### config.mk
export PLATFORM = sky130hd
export DESIGN_NAME = tmap_front
export DESIGN_NICKNAME = d
export VERILOG_FILES = /design/src/rtl/tmap_pkg.sv /design/src/rtl/tmap_addr_gen.sv /design/src/rtl/tmap_xlate.sv /design/src/rtl/tmap_front.sv
export SDC_FILE = /design/constraint.sdc
export NUM_CORES = 1
export LEC_CHECK = 0
export BUFFER_PORTS_ARGS = -buffer_cell sky130_fd_sc_hd__buf_2
export CAP_MARGIN = 20
export CORE_ASPECT_RATIO = 0.5
export CORE_MARGIN = 5
export CORE_UTILIZATION = 30
export CTS_CLUSTER_DIAMETER = 150
export CTS_CLUSTER_SIZE = 25
export DETAILED_ROUTE_END_ITERATION = 10
export PLACE_DENSITY_LB_ADDON = 0.05
export SLEW_MARGIN = 0
export SYNTH_ARGS = -nofsm -noshare
export SYNTH_HDL_FRONTEND = slang
export SYNTH_SLANG_ARGS = --single-unit
### constraint.sdc
create_clock -name clk -period 5.9 [get_ports clk]
set_clock_uncertainty 0.05 [all_clocks]
set_input_delay 1.77 -clock clk [delete_from_list [all_inputs] [get_ports clk]]
set_output_delay 1.77 -clock clk [all_outputs]
set_load 0.1 [all_outputs]
### src/rtl/tmap_pkg.sv
package tmap_pkg;
  localparam int unsigned SEL_W = 8;

  localparam logic [SEL_W-1:0] OFS_CTRL = 8'h00;
  localparam logic [SEL_W-1:0] OFS_XADR = 8'h04;
  localparam logic [SEL_W-1:0] OFS_WIN  = 8'h0C;
  localparam logic [SEL_W-1:0] OFS_GRP0 = 8'h10;
  localparam logic [SEL_W-1:0] OFS_GRP1 = 8'h14;
  localparam logic [SEL_W-1:0] OFS_GRP2 = 8'h18;
  localparam logic [SEL_W-1:0] OFS_GRP3 = 8'h1C;
  localparam logic [SEL_W-1:0] OFS_CFG  = 8'hF4;
  localparam logic [SEL_W-1:0] OFS_BASE = 8'hF8;
  localparam logic [SEL_W-1:0] OFS_IDR  = 8'hFC;

  typedef enum logic [1:0] {
    ST_IDLE = 2'd0,
    ST_BUSY = 2'd1,
    ST_RESP = 2'd2
  } tmap_state_e;
endpackage

### src/rtl/tmap_addr_gen.sv
module tmap_addr_gen #(
  parameter int unsigned AW = 32
) (
  input  logic [AW-1:0] tar_i,
  input  logic [AW-1:0] inc_i,
  input  logic          grp_sel_i,
  input  logic [1:0]    grp_idx_i,
  output logic [AW-1:0] addr_o
);
  logic [AW-1:0] win_addr;
  logic [AW-1:0] grp_addr;

  always_comb begin
    win_addr = {tar_i[AW-1:2], 2'b00} + inc_i;
    grp_addr = {tar_i[AW-1:4], 4'b0000} + {{(AW-4){1'b0}}, grp_idx_i, 2'b00};
    addr_o   = grp_sel_i ? grp_addr : win_addr;
  end
endmodule

### src/rtl/tmap_xlate.sv
module tmap_xlate #(
  parameter int unsigned AW         = 32,
  parameter int unsigned TILE_W     = 6,
  parameter int unsigned TILE_SHIFT = 26,
  parameter logic [AW-1:0] ROM_BASE  = 32'h8000_0000,
  parameter logic [AW-1:0] ROOT_SPAN = 32'h4400_0000
) (
  input  logic [AW-1:0]     addr_i,
  output logic [TILE_W-1:0] tile_o,
  output logic [AW-1:0]     local_o
);
  localparam logic [AW-1:0] LOCAL_MASK = (AW'(1) << TILE_SHIFT) - AW'(1);

  logic [AW-1:0] rel;
  logic [AW-1:0] tail;

  always_comb begin
    rel  = addr_i - ROM_BASE;
    tail = rel - ROOT_SPAN;
    if (rel < ROOT_SPAN) begin
      tile_o  = '0;
      local_o = rel;
    end else begin
      tile_o  = TILE_W'(tail >> TILE_SHIFT) + TILE_W'(1);
      local_o = tail & LOCAL_MASK;
    end
  end
endmodule

### src/rtl/tmap_front.sv
module tmap_front
  import tmap_pkg::*;
#(
  parameter int unsigned AW         = 32,
  parameter int unsigned DW         = 32,
  parameter int unsigned BANK_W     = 4,
  parameter int unsigned PORT_W     = 8,
  parameter int unsigned TILE_W     = 6,
  parameter int unsigned TILE_SHIFT = 26,
  parameter logic [AW-1:0] ROM_BASE  = 32'h8000_0000,
  parameter logic [AW-1:0] ROOT_SPAN = 32'h4400_0000,
  parameter logic [DW-1:0] ID_VALUE  = 32'h4477_0002
) (
  input  logic              clk,
  input  logic              rst_n,
  input  logic              req_valid,
  input  logic              req_write,
  input  logic [SEL_W-1:0]  req_sel,
  input  logic [BANK_W-1:0] req_bank,
  input  logic [PORT_W-1:0] req_port,
  input  logic [DW-1:0]     req_wdata,
  output logic              rsp_ready,
  output logic [DW-1:0]     rsp_rdata,
  output logic              rsp_err,
  input  logic              run_req,
  output logic              run_done,
  output logic              run_err,
  output logic              br_valid,
  output logic              br_write,
  output logic [TILE_W-1:0] br_tile,
  output logic [AW-1:0]     br_addr,
  output logic [DW-1:0]     br_wdata,
  input  logic              br_done,
  input  logic [DW-1:0]     br_rdata,
  input  logic              br_err
);
  // reset release synchroniser
  logic [1:0] rst_sync_q;
  logic       rst_i_n;

  always_ff @(posedge clk or negedge rst_n) begin
    if (!rst_n) rst_sync_q <= 2'b00;
    else        rst_sync_q <= {rst_sync_q[0], 1'b1};
  end
  assign rst_i_n = rst_sync_q[1];

  tmap_state_e st_q, st_d;
  logic [DW-1:0] ctrl_q;
  logic [AW-1:0] xadr_q, inc_q, inc_d;
  logic          ctrl_en, xadr_en, inc_en, br_en, rsp_en;
  logic [DW-1:0] rsp_data_q, rsp_data_d;
  logic          rsp_err_q, rsp_err_d;
  logic          win_q;
  logic          sticky_q, sticky_d, new_err;
  logic          run_done_q, run_err_q;
  logic          br_write_q;
  logic [TILE_W-1:0] br_tile_q;
  logic [AW-1:0] br_addr_q;
  logic [DW-1:0] br_wdata_q;

  logic          grp_sel;
  logic [AW-1:0] port_addr;
  logic [TILE_W-1:0] x_tile;
  logic [AW-1:0] x_local;

  assign grp_sel = (req_sel[SEL_W-1:4] == 4'h1) && (req_sel[1:0] == 2'b00);

  tmap_addr_gen #(.AW(AW)) u_agen (
    .tar_i     (xadr_q),
    .inc_i     (inc_q),
    .grp_sel_i (grp_sel),
    .grp_idx_i (req_sel[3:2]),
    .addr_o    (port_addr)
  );

  tmap_xlate #(
    .AW(AW), .TILE_W(TILE_W), .TILE_SHIFT(TILE_SHIFT),
    .ROM_BASE(ROM_BASE), .ROOT_SPAN(ROOT_SPAN)
  ) u_xlate (
    .addr_i  (port_addr),
    .tile_o  (x_tile),
    .local_o (x_local)
  );

  // next-state logic
  always_comb begin
    st_d       = st_q;
    ctrl_en    = 1'b0;
    xadr_en    = 1'b0;
    inc_en     = 1'b0;
    inc_d      = inc_q;
    br_en      = 1'b0;
    rsp_en     = 1'b0;
    rsp_data_d = rsp_data_q;
    rsp_err_d  = 1'b0;
    unique case (st_q)
      ST_IDLE: begin
        if (req_valid) begin
          st_d       = ST_RESP;
          rsp_en     = 1'b1;
          rsp_data_d = '0;
          if (req_write && (req_bank != '0)) begin
            rsp_err_d = 1'b1;
          end else begin
            case (req_sel)
              OFS_CTRL: begin
                if (req_write) ctrl_en = 1'b1;
                else           rsp_data_d = ctrl_q;
              end
              OFS_XADR: begin
                if (req_write) begin
                  xadr_en = 1'b1;
                  inc_en  = 1'b1;
                  inc_d   = '0;
                end else begin
                  rsp_data_d = DW'(xadr_q);
                end
              end
              OFS_WIN, OFS_GRP0, OFS_GRP1, OFS_GRP2, OFS_GRP3: begin
                st_d   = ST_BUSY;
                br_en  = 1'b1;
                rsp_en = 1'b0;
              end
              OFS_CFG: begin
                if (req_write) rsp_err_d = 1'b1;
              end
              OFS_BASE: begin
                if (req_write) rsp_err_d = 1'b1;
                else           rsp_data_d = DW'(ROM_BASE);
              end
              OFS_IDR: begin
                if (req_write)            rsp_err_d = 1'b1;
                else if (req_port == '0)  rsp_data_d = ID_VALUE;
              end
              default: rsp_err_d = 1'b1;
            endcase
          end
        end
      end
      ST_BUSY: begin
        if (br_done) begin
          st_d       = ST_RESP;
          rsp_en     = 1'b1;
          rsp_data_d = br_rdata;
          rsp_err_d  = br_err;
          if (win_q && !br_err && (ctrl_q[5:4] != 2'b00)) begin
            inc_en = 1'b1;
            inc_d  = inc_q + {{(AW-3){1'b0}}, ctrl_q[1:0], 1'b0};
          end
        end
      end
      default: st_d = ST_IDLE;
    endcase
    new_err  = rsp_en & rsp_err_d;
    sticky_d = (sticky_q & ~run_req) | new_err;
  end

  // registers
  always_ff @(posedge clk or negedge rst_i_n) begin
    if (!rst_i_n) begin
      st_q       <= ST_IDLE;
      ctrl_q     <= '0;
      xadr_q     <= '0;
      inc_q      <= '0;
      rsp_data_q <= '0;
      rsp_err_q  <= 1'b0;
      win_q      <= 1'b0;
      sticky_q   <= 1'b0;
      run_done_q <= 1'b0;
      run_err_q  <= 1'b0;
      br_write_q <= 1'b0;
      br_tile_q  <= '0;
      br_addr_q  <= '0;
      br_wdata_q <= '0;
    end else begin
      st_q       <= st_d;
      sticky_q   <= sticky_d;
      run_done_q <= run_req;
      run_err_q  <= run_req & sticky_q;
      if (ctrl_en) ctrl_q <= req_wdata;
      if (xadr_en) xadr_q <= AW'(req_wdata);
      if (inc_en)  inc_q  <= inc_d;
      if (rsp_en) begin
        rsp_data_q <= rsp_data_d;
        rsp_err_q  <= rsp_err_d;
      end
      if (br_en) begin
        win_q      <= (req_sel == OFS_WIN);
        br_write_q <= req_write;
        br_tile_q  <= x_tile;
        br_addr_q  <= x_local;
        br_wdata_q <= req_wdata;
      end
    end
  end

  assign rsp_ready = (st_q == ST_RESP);
  assign rsp_rdata = rsp_data_q;
  assign rsp_err   = rsp_err_q & rsp_ready;
  assign run_done  = run_done_q;
  assign run_err   = run_err_q;
  assign br_valid  = (st_q == ST_BUSY);
  assign br_write  = br_write_q;
  assign br_tile   = br_tile_q;
  assign br_addr   = br_addr_q;
  assign br_wdata  = br_wdata_q;
endmodule

[Yosys cells after proc, flatten, opt, wreduce, memory -nomap -nowiden]
Index checks and enable logic that the tools add are counted.
Word-level totals
  bits of input ports: 91
  register bits after elaboration: 208
Cells by class
  reduce and logical (&&, ||, !) cells: 18
  add/sub/neg operators: 6
  muxes and demuxes: 51
  equal/unequal tests: 18
  bitwise operators: 6
  magnitude comparators: 1
Operators with widths (number)
  32-bit two-way mux: 14
  32-bit case mux with 2 select lines: 2
  32-bit case mux with 4 select lines: 1
  31-bit two-way mux: 2
  32-bit by 3-bit adder with 32-bit output: 1
  32-bit adder: 1
  32-bit by 4-bit adder with 32-bit output: 1
  8-bit by 5-bit equality test with 1-bit output, second input constant: 4
  32-bit by 31-bit < comparator with 1-bit output, second input constant: 1
  32-bit by 31-bit subtractor with 32-bit output, second input constant: 1
  32-bit subtractor, second input constant: 1
  8-bit equality test, second input constant: 3
  1-bit two-way mux: 22
  8-bit logical NOT: 2
  8-bit by 3-bit equality test with 1-bit output, second input constant: 1
  8-bit by 4-bit equality test with 1-bit output, second input constant: 1
  2-bit two-way mux: 4
  1-bit case mux with 2 select lines: 4
  8-bit AND reduction: 1
  7-bit OR reduction: 1
  6-bit by 1-bit adder with 6-bit output, second input constant: 1
  6-bit two-way mux: 1
  2-bit by 1-bit != test with 1-bit output, second input constant: 3
  2-bit != test, second input constant: 3
  16 further kinds: 24

[Depth between registers and ports, before layout]
  word-level depth: 8
  depth in mapped cells: 16

[By module]
From an unflattened synthesis, not the netlist that was laid out.
Unflattened totals
  cell total of the unflattened synthesis: 1181
  area total of the unflattened synthesis: 11742.5 um^2
Modules (own cells, without submodules)
  tmap_front: times used 1, sequential area each 5180.0 um^2, cells an instance 816, area an instance 9352.7 um^2
  tmap_addr_gen: times used 1, sequential area each 0.0 um^2, cells an instance 303, area an instance 1953.1 um^2
  tmap_xlate: times used 1, sequential area each 0.0 um^2, cells an instance 62, area an instance 436.7 um^2

[Least setup slack after synthesis]
No wires, ideal clock.
  kind: flip-flop to output port
  start: register st_q[0]
  end: output rsp_err
  path buffers: 0
  cell stages (with the launch flop): 3
  setup slack: 1412 ps
  data arrival time: 2668 ps
  path through: dfrtp_1 -> nor2b_1 -> and2_1
On the way
  cells in the longest elaborated chain, start to end: 2
RTL lines
  from (decl): line tmap_front.sv:47  | tmap_state_e st_q, st_d;
  from (signal assigned): line tmap_front.sv:176  | st_q <= st_d;
  2-bit equality test: line tmap_front.sv:197  | assign rsp_ready = (st_q == ST_RESP);
  named net rsp_ready: line tmap_front.sv:22  | output logic rsp_ready,
  1-bit bitwise AND: line tmap_front.sv:199  | assign rsp_err = rsp_err_q & rsp_ready;
  to (decl): line tmap_front.sv:24  | output logic rsp_err,
The timed path passes the listed nets, and every way through them passes these cells.

[Worst setup path after layout]
  start: input req_bank[1]
  end: register inc_q[27]
On the way
  cells in the longest elaborated chain, start to end: 6
RTL lines
  from (decl): line tmap_front.sv:19  | input logic [BANK_W-1:0] req_bank,
  4-bit nonzero test *: line tmap_front.sv:102  | if (req_write && (req_bank != '0)) begin
  1-bit logical AND *: line tmap_front.sv:102
  1-bit two-way mux: line tmap_front.sv:102
  1-bit two-way mux: line tmap_front.sv:98  | if (req_valid) begin
  1-bit case mux with 2 select lines: line tmap_front.sv:96  | unique case (st_q)
  8-bit AND reduction (no source line) *
  to (signal assigned): line tmap_front.sv:182  | if (inc_en) inc_q <= inc_d;
  to (decl): line tmap_front.sv:49  | logic [AW-1:0] xadr_q, inc_q, inc_d;
Mark *: on every way between the ends. The rest lies on a longest branch, timed or not.
A chain may end at the register's enable or synchronous reset.

==> impl_summary.md <==
Run status
The flow ran to the end, and the final reports show no timing, DRC or antenna violations.

Logic synthesis
Synthesis handed over a netlist of 1,166 instances. In this run, synthesis produced a sequential element count of 207. The most used flip-flop cell after synthesis is sky130_fd_sc_hd__dfrtp_1.

By area the synthesized netlist is led by sky130_fd_sc_hd__dfrtp_1 46%, sky130_fd_sc_hd__nand2_1 6.5%, sky130_fd_sc_hd__mux2_2 6.5%. The largest total area in the synthesized netlist belongs to sky130_fd_sc_hd__dfrtp_1. The area fraction of the dominant cell type after synthesis is 0.465. The share of the Yosys chip area taken by registers is 0.465. The number of nets handed over by synthesis was 1,291.

Counting flops with an async set or reset pin after synthesis yields a share of 1.00. The mapped netlist covers 11,100 um^2. Yosys mapped the design onto 78 distinct sky130hd cell types. The number of flops mapped to enable cells by yosys is 0. Yosys instantiated no cell more often than sky130_fd_sc_hd__dfrtp_1.

A synthesized cell averages 9.56 um^2. The commonest cells after synthesis are 207 x sky130_fd_sc_hd__dfrtp_1, 194 x sky130_fd_sc_hd__nand2_1, 117 x sky130_fd_sc_hd__a21oi_1, 103 x sky130_fd_sc_hd__nor2_1, 64 x sky130_fd_sc_hd__mux2_2. Yosys printed 0 warnings.

Pwr
Of the total power, the clock network draws 0.294. Of the total power, the share spent switching nets is 0.367. The internal portion of the total power is 2.00 mW. Overall power consumption after layout is estimated at 3.15 mW. The worst supply voltage drop on vdd is 0.162 mV. The power share of the combinational group is 0.224. The power per standard cell area is 243 nW/um^2. In this run the power spent charging and discharging nets is 1.16 mW. The leakage component of the power is 6.43 nW. The share of total power dissipated in sequential elements is 0.482.

Clock tree
Post-CTS repair changed the size of 0 cells. The later pin in the worst-skew pair is clocked with a latency of 0.49 ns. The clock-pin slew reported for the worst setup and hold paths after clock tree synthesis is 0.10 ns.

The number of setup buffers added after CTS is 0. The number of hold buffers added after CTS is 0. The clock buffer count from CTS is 12. The clock tree from TritonCTS is built.

No sink is reached through more buffers than the 3 on the longest clock path. CTS built an H-tree with a depth of 1. The number of clock sinks is 207.

The buffer cell driving the clock tree root is sky130_fd_sc_hd__clkbuf_16.

Setup path
The worst register-to-register path has a setup slack of 1.60 ns. The worst endpoint required time is 6.20 ns. The number of cells on the worst reg-to-reg path is 15. The launching point of the worst reg2reg path is xadr_q[16]. The critical path arrival is 4.60 ns. The signal on the critical path passes through buf_2 -> nor4_1 -> nand3_1 -> nor3_4 -> o2111ai_2 -> nor4_4 -> and2b_1 -> nand4_1 -> xor2_1 -> nor2_1. The critical path is of the primary input to flop type. The endpoint identified for the worst register-to-register timing path is br_tile[3].

For this run, the slowest stage of the critical path takes 0.59 ns. The worst setup path is captured at a flop. Of all nets on the critical path, the largest fanout is 11.

The largest individual stage delay along the critical path comes from the cell sky130_fd_sc_hd__nor4_1. The type of element launching the critical path is a primary input.

STA
Setup repair after global routing left no endpoint under its margin. The count of final setup violators is 0. The share of the clock period used by the worst path is 0.729.

For the final routed database, the setup TNS stands at 0 ns. In this run the tightest slew margin relative to its limit is 0.267. Counting I/O delays and the setup requirement, the final critical path takes 4.30 ns.

The slew at the pin with the worst max-slew slack is 1.10 ns. The final-report hold violation count came to 0. The maximum clock frequency is 232 MHz. The final number of max-transition violations is 0. The least setup slack across all paths after layout is 1.60 ns.

GRT
The first-pass GRT wire length is 57,100 um. In the global route stage, overall resource usage came out at 0.176. Entering global routing, the biggest net connects 165 pins. The final global-route overflow total is 0. The number of antenna violations at the first check in global routing was 1. The via count of the first global-routing pass came to 9,137.

Cells and area
Counting the fill cells in the layout gives 3,777. The final net count is 1,459. In the final layout, flip-flops and latches occupy 5180 um^2. The repair_antennas step left the layout with diodes totalling 0. The multi-input combinational cells in the finished layout cover a total of 5670 um^2. The non-filler instance count after layout is 1,819. The final instance area is 13,000 um^2.

Of the cells placed in the final design, the portion with a size suffix greater than 1 is 0.246. The area added between synthesis and finish is 16.7%.

Floorplanning
The standard cell core area is 36,300 um^2. The die covers 41,400 um^2. The number of rows created at floorplan is 49. The y dimension of the die is 146 um. The floorplan die width is 283 um. The initial utilization of the core area, before any placement, comes to 0.307. The number of placed I/O pins is 199.

Placed design
The global placement routability congestion is 0.866. At the placement stage, the worst setup path has a slack of 1.10 ns. The number of buffer cells added on primary ports is 198. The number of instances in the placed design is 1,804. The sum of net half-perimeters after detailed placement is 28,100 um. The cell area after placement is 12,700 um^2.

Routing
For this block, the initial DRC count from the detailed router was 553. In this run the remaining antenna-violating nets after routing total 0. The mean routed wirelength per cell is 20.3 um. In the routed design, unresolved DRC markers number 0. The final wirelength is 37,000 um. Summing over every cut layer, the via total after detailed routing is 9,187. The pre-antenna-repair detailed-routing pass consisted of 5 iterations. The via-per-instance ratio is 5.05.

Worst hold path
In this run the worst hold path is classified as flop to asynchronous set/reset pin.

Job
The number of max-capacitance violations reported is 0.
how the worst max path moves through the flow:
| stage | from | to | slack [ns] | cells after the start |
|---|---|---|---|---|
| final | req_bank[1] | inc_q[27] | 1.60 | 10 |
| after global placement | req_bank[1] | inc_q[27] | 1.18 | 10 |
| after global routing | xadr_q[16] | br_tile[3] | 1.27 | 15 |
| after floorplan | st_q[0] | rsp_err | 1.41 | 2 |
| after detailed placement | req_bank[1] | inc_q[27] | 1.10 | 10 |
| after CTS | xadr_q[16] | br_tile[3] | 1.58 | 15 |
final cells by class:
class / count / share of cell area
clock inverters: 1 / 0.00154
inverters: 17 / 0.00491
repair buffers: 215 / 0.0870
multi-input cells: 881 / 0.436
well taps: 484 / 0.0466
flip-flops and latches: 207 / 0.399
clock buffers: 14 / 0.0253
logic make-up after synthesis:
group           Yosys count  synth area share
fa+ha+maj                34            0.0395
buf+inv                  78            0.0293
mux                     100            0.0970
compound gates          269             0.153
other cells               1          0.000336
flops                   207             0.465
xor+xnor                 54            0.0424
simple gates            423             0.174
per-layer routing:
metal / GRT usage / vias up / share of wire
met5: 0 / - / 0
li1: - / 4423 / -
met1: 0.264 / 4569 / 0.49
met2: 0.276 / 167 / 0.45
met3: 0.0235 / 28 / 0.040
met4: 0.0273 / 0 / 0.015
state kept, by name, indices dropped and copies added (netlist names):
signal / flops
br_addr: 32
br_wdata: 32
ctrl_q: 32
rsp_rdata: 32
xadr_q: 32
inc_q: 31
br_tile: 6
rst_sync_q: 2
st_q: 2
br_write: 1
rsp_err_q: 1
run_done: 1
run_err: 1
sticky_q: 1
win_q: 1
power by group through the flow:
stage          Combinational [mW]  Clock [mW]  Sequential (mW)
2_1_floorplan              0.0939           0             2.01
3_3_place_gp                0.711           0             1.55
3_5_place_dp                0.714           0             1.55
4_1_cts                     0.714       0.977             1.52
5_1_grt                     0.738        1.03             1.53
6_report                    0.706       0.927             1.52
worst max-delay path: cells and delay by family:
family,cells,cell delay [ns]
compound gates,1,0.34
xor+xnor,1,0.15
buf+inv,1,0.10
simple gates,7,2.24
placed cells by master, fill, tap and decap left out, types with 14 or more instances in the layout:
cell	count
sky130_fd_sc_hd__a21oi_1	116
sky130_fd_sc_hd__buf_2	198
sky130_fd_sc_hd__buf_4	16
sky130_fd_sc_hd__dfrtp_1	206
sky130_fd_sc_hd__ha_1	32
sky130_fd_sc_hd__inv_1	15
sky130_fd_sc_hd__mux2_2	64
sky130_fd_sc_hd__mux2i_1	36
sky130_fd_sc_hd__nand2_1	193
sky130_fd_sc_hd__nand3_1	19
sky130_fd_sc_hd__nand4_1	14
sky130_fd_sc_hd__nor2_1	103
sky130_fd_sc_hd__nor3_1	33
sky130_fd_sc_hd__o21ai_0	59
sky130_fd_sc_hd__xnor2_1	23
sky130_fd_sc_hd__xor2_1	31
metrics by stage:
step / utilization / hold slack (ns)
floorplan: - / 0.281
global placement: 0.349 / 0.289
detailed placement: 0.349 / 0.286
CTS: 0.358 / 0.311
global route: 0.358 / 0.323
finish: 0.358 / 0.276
(Power assumes the default switching activity.)
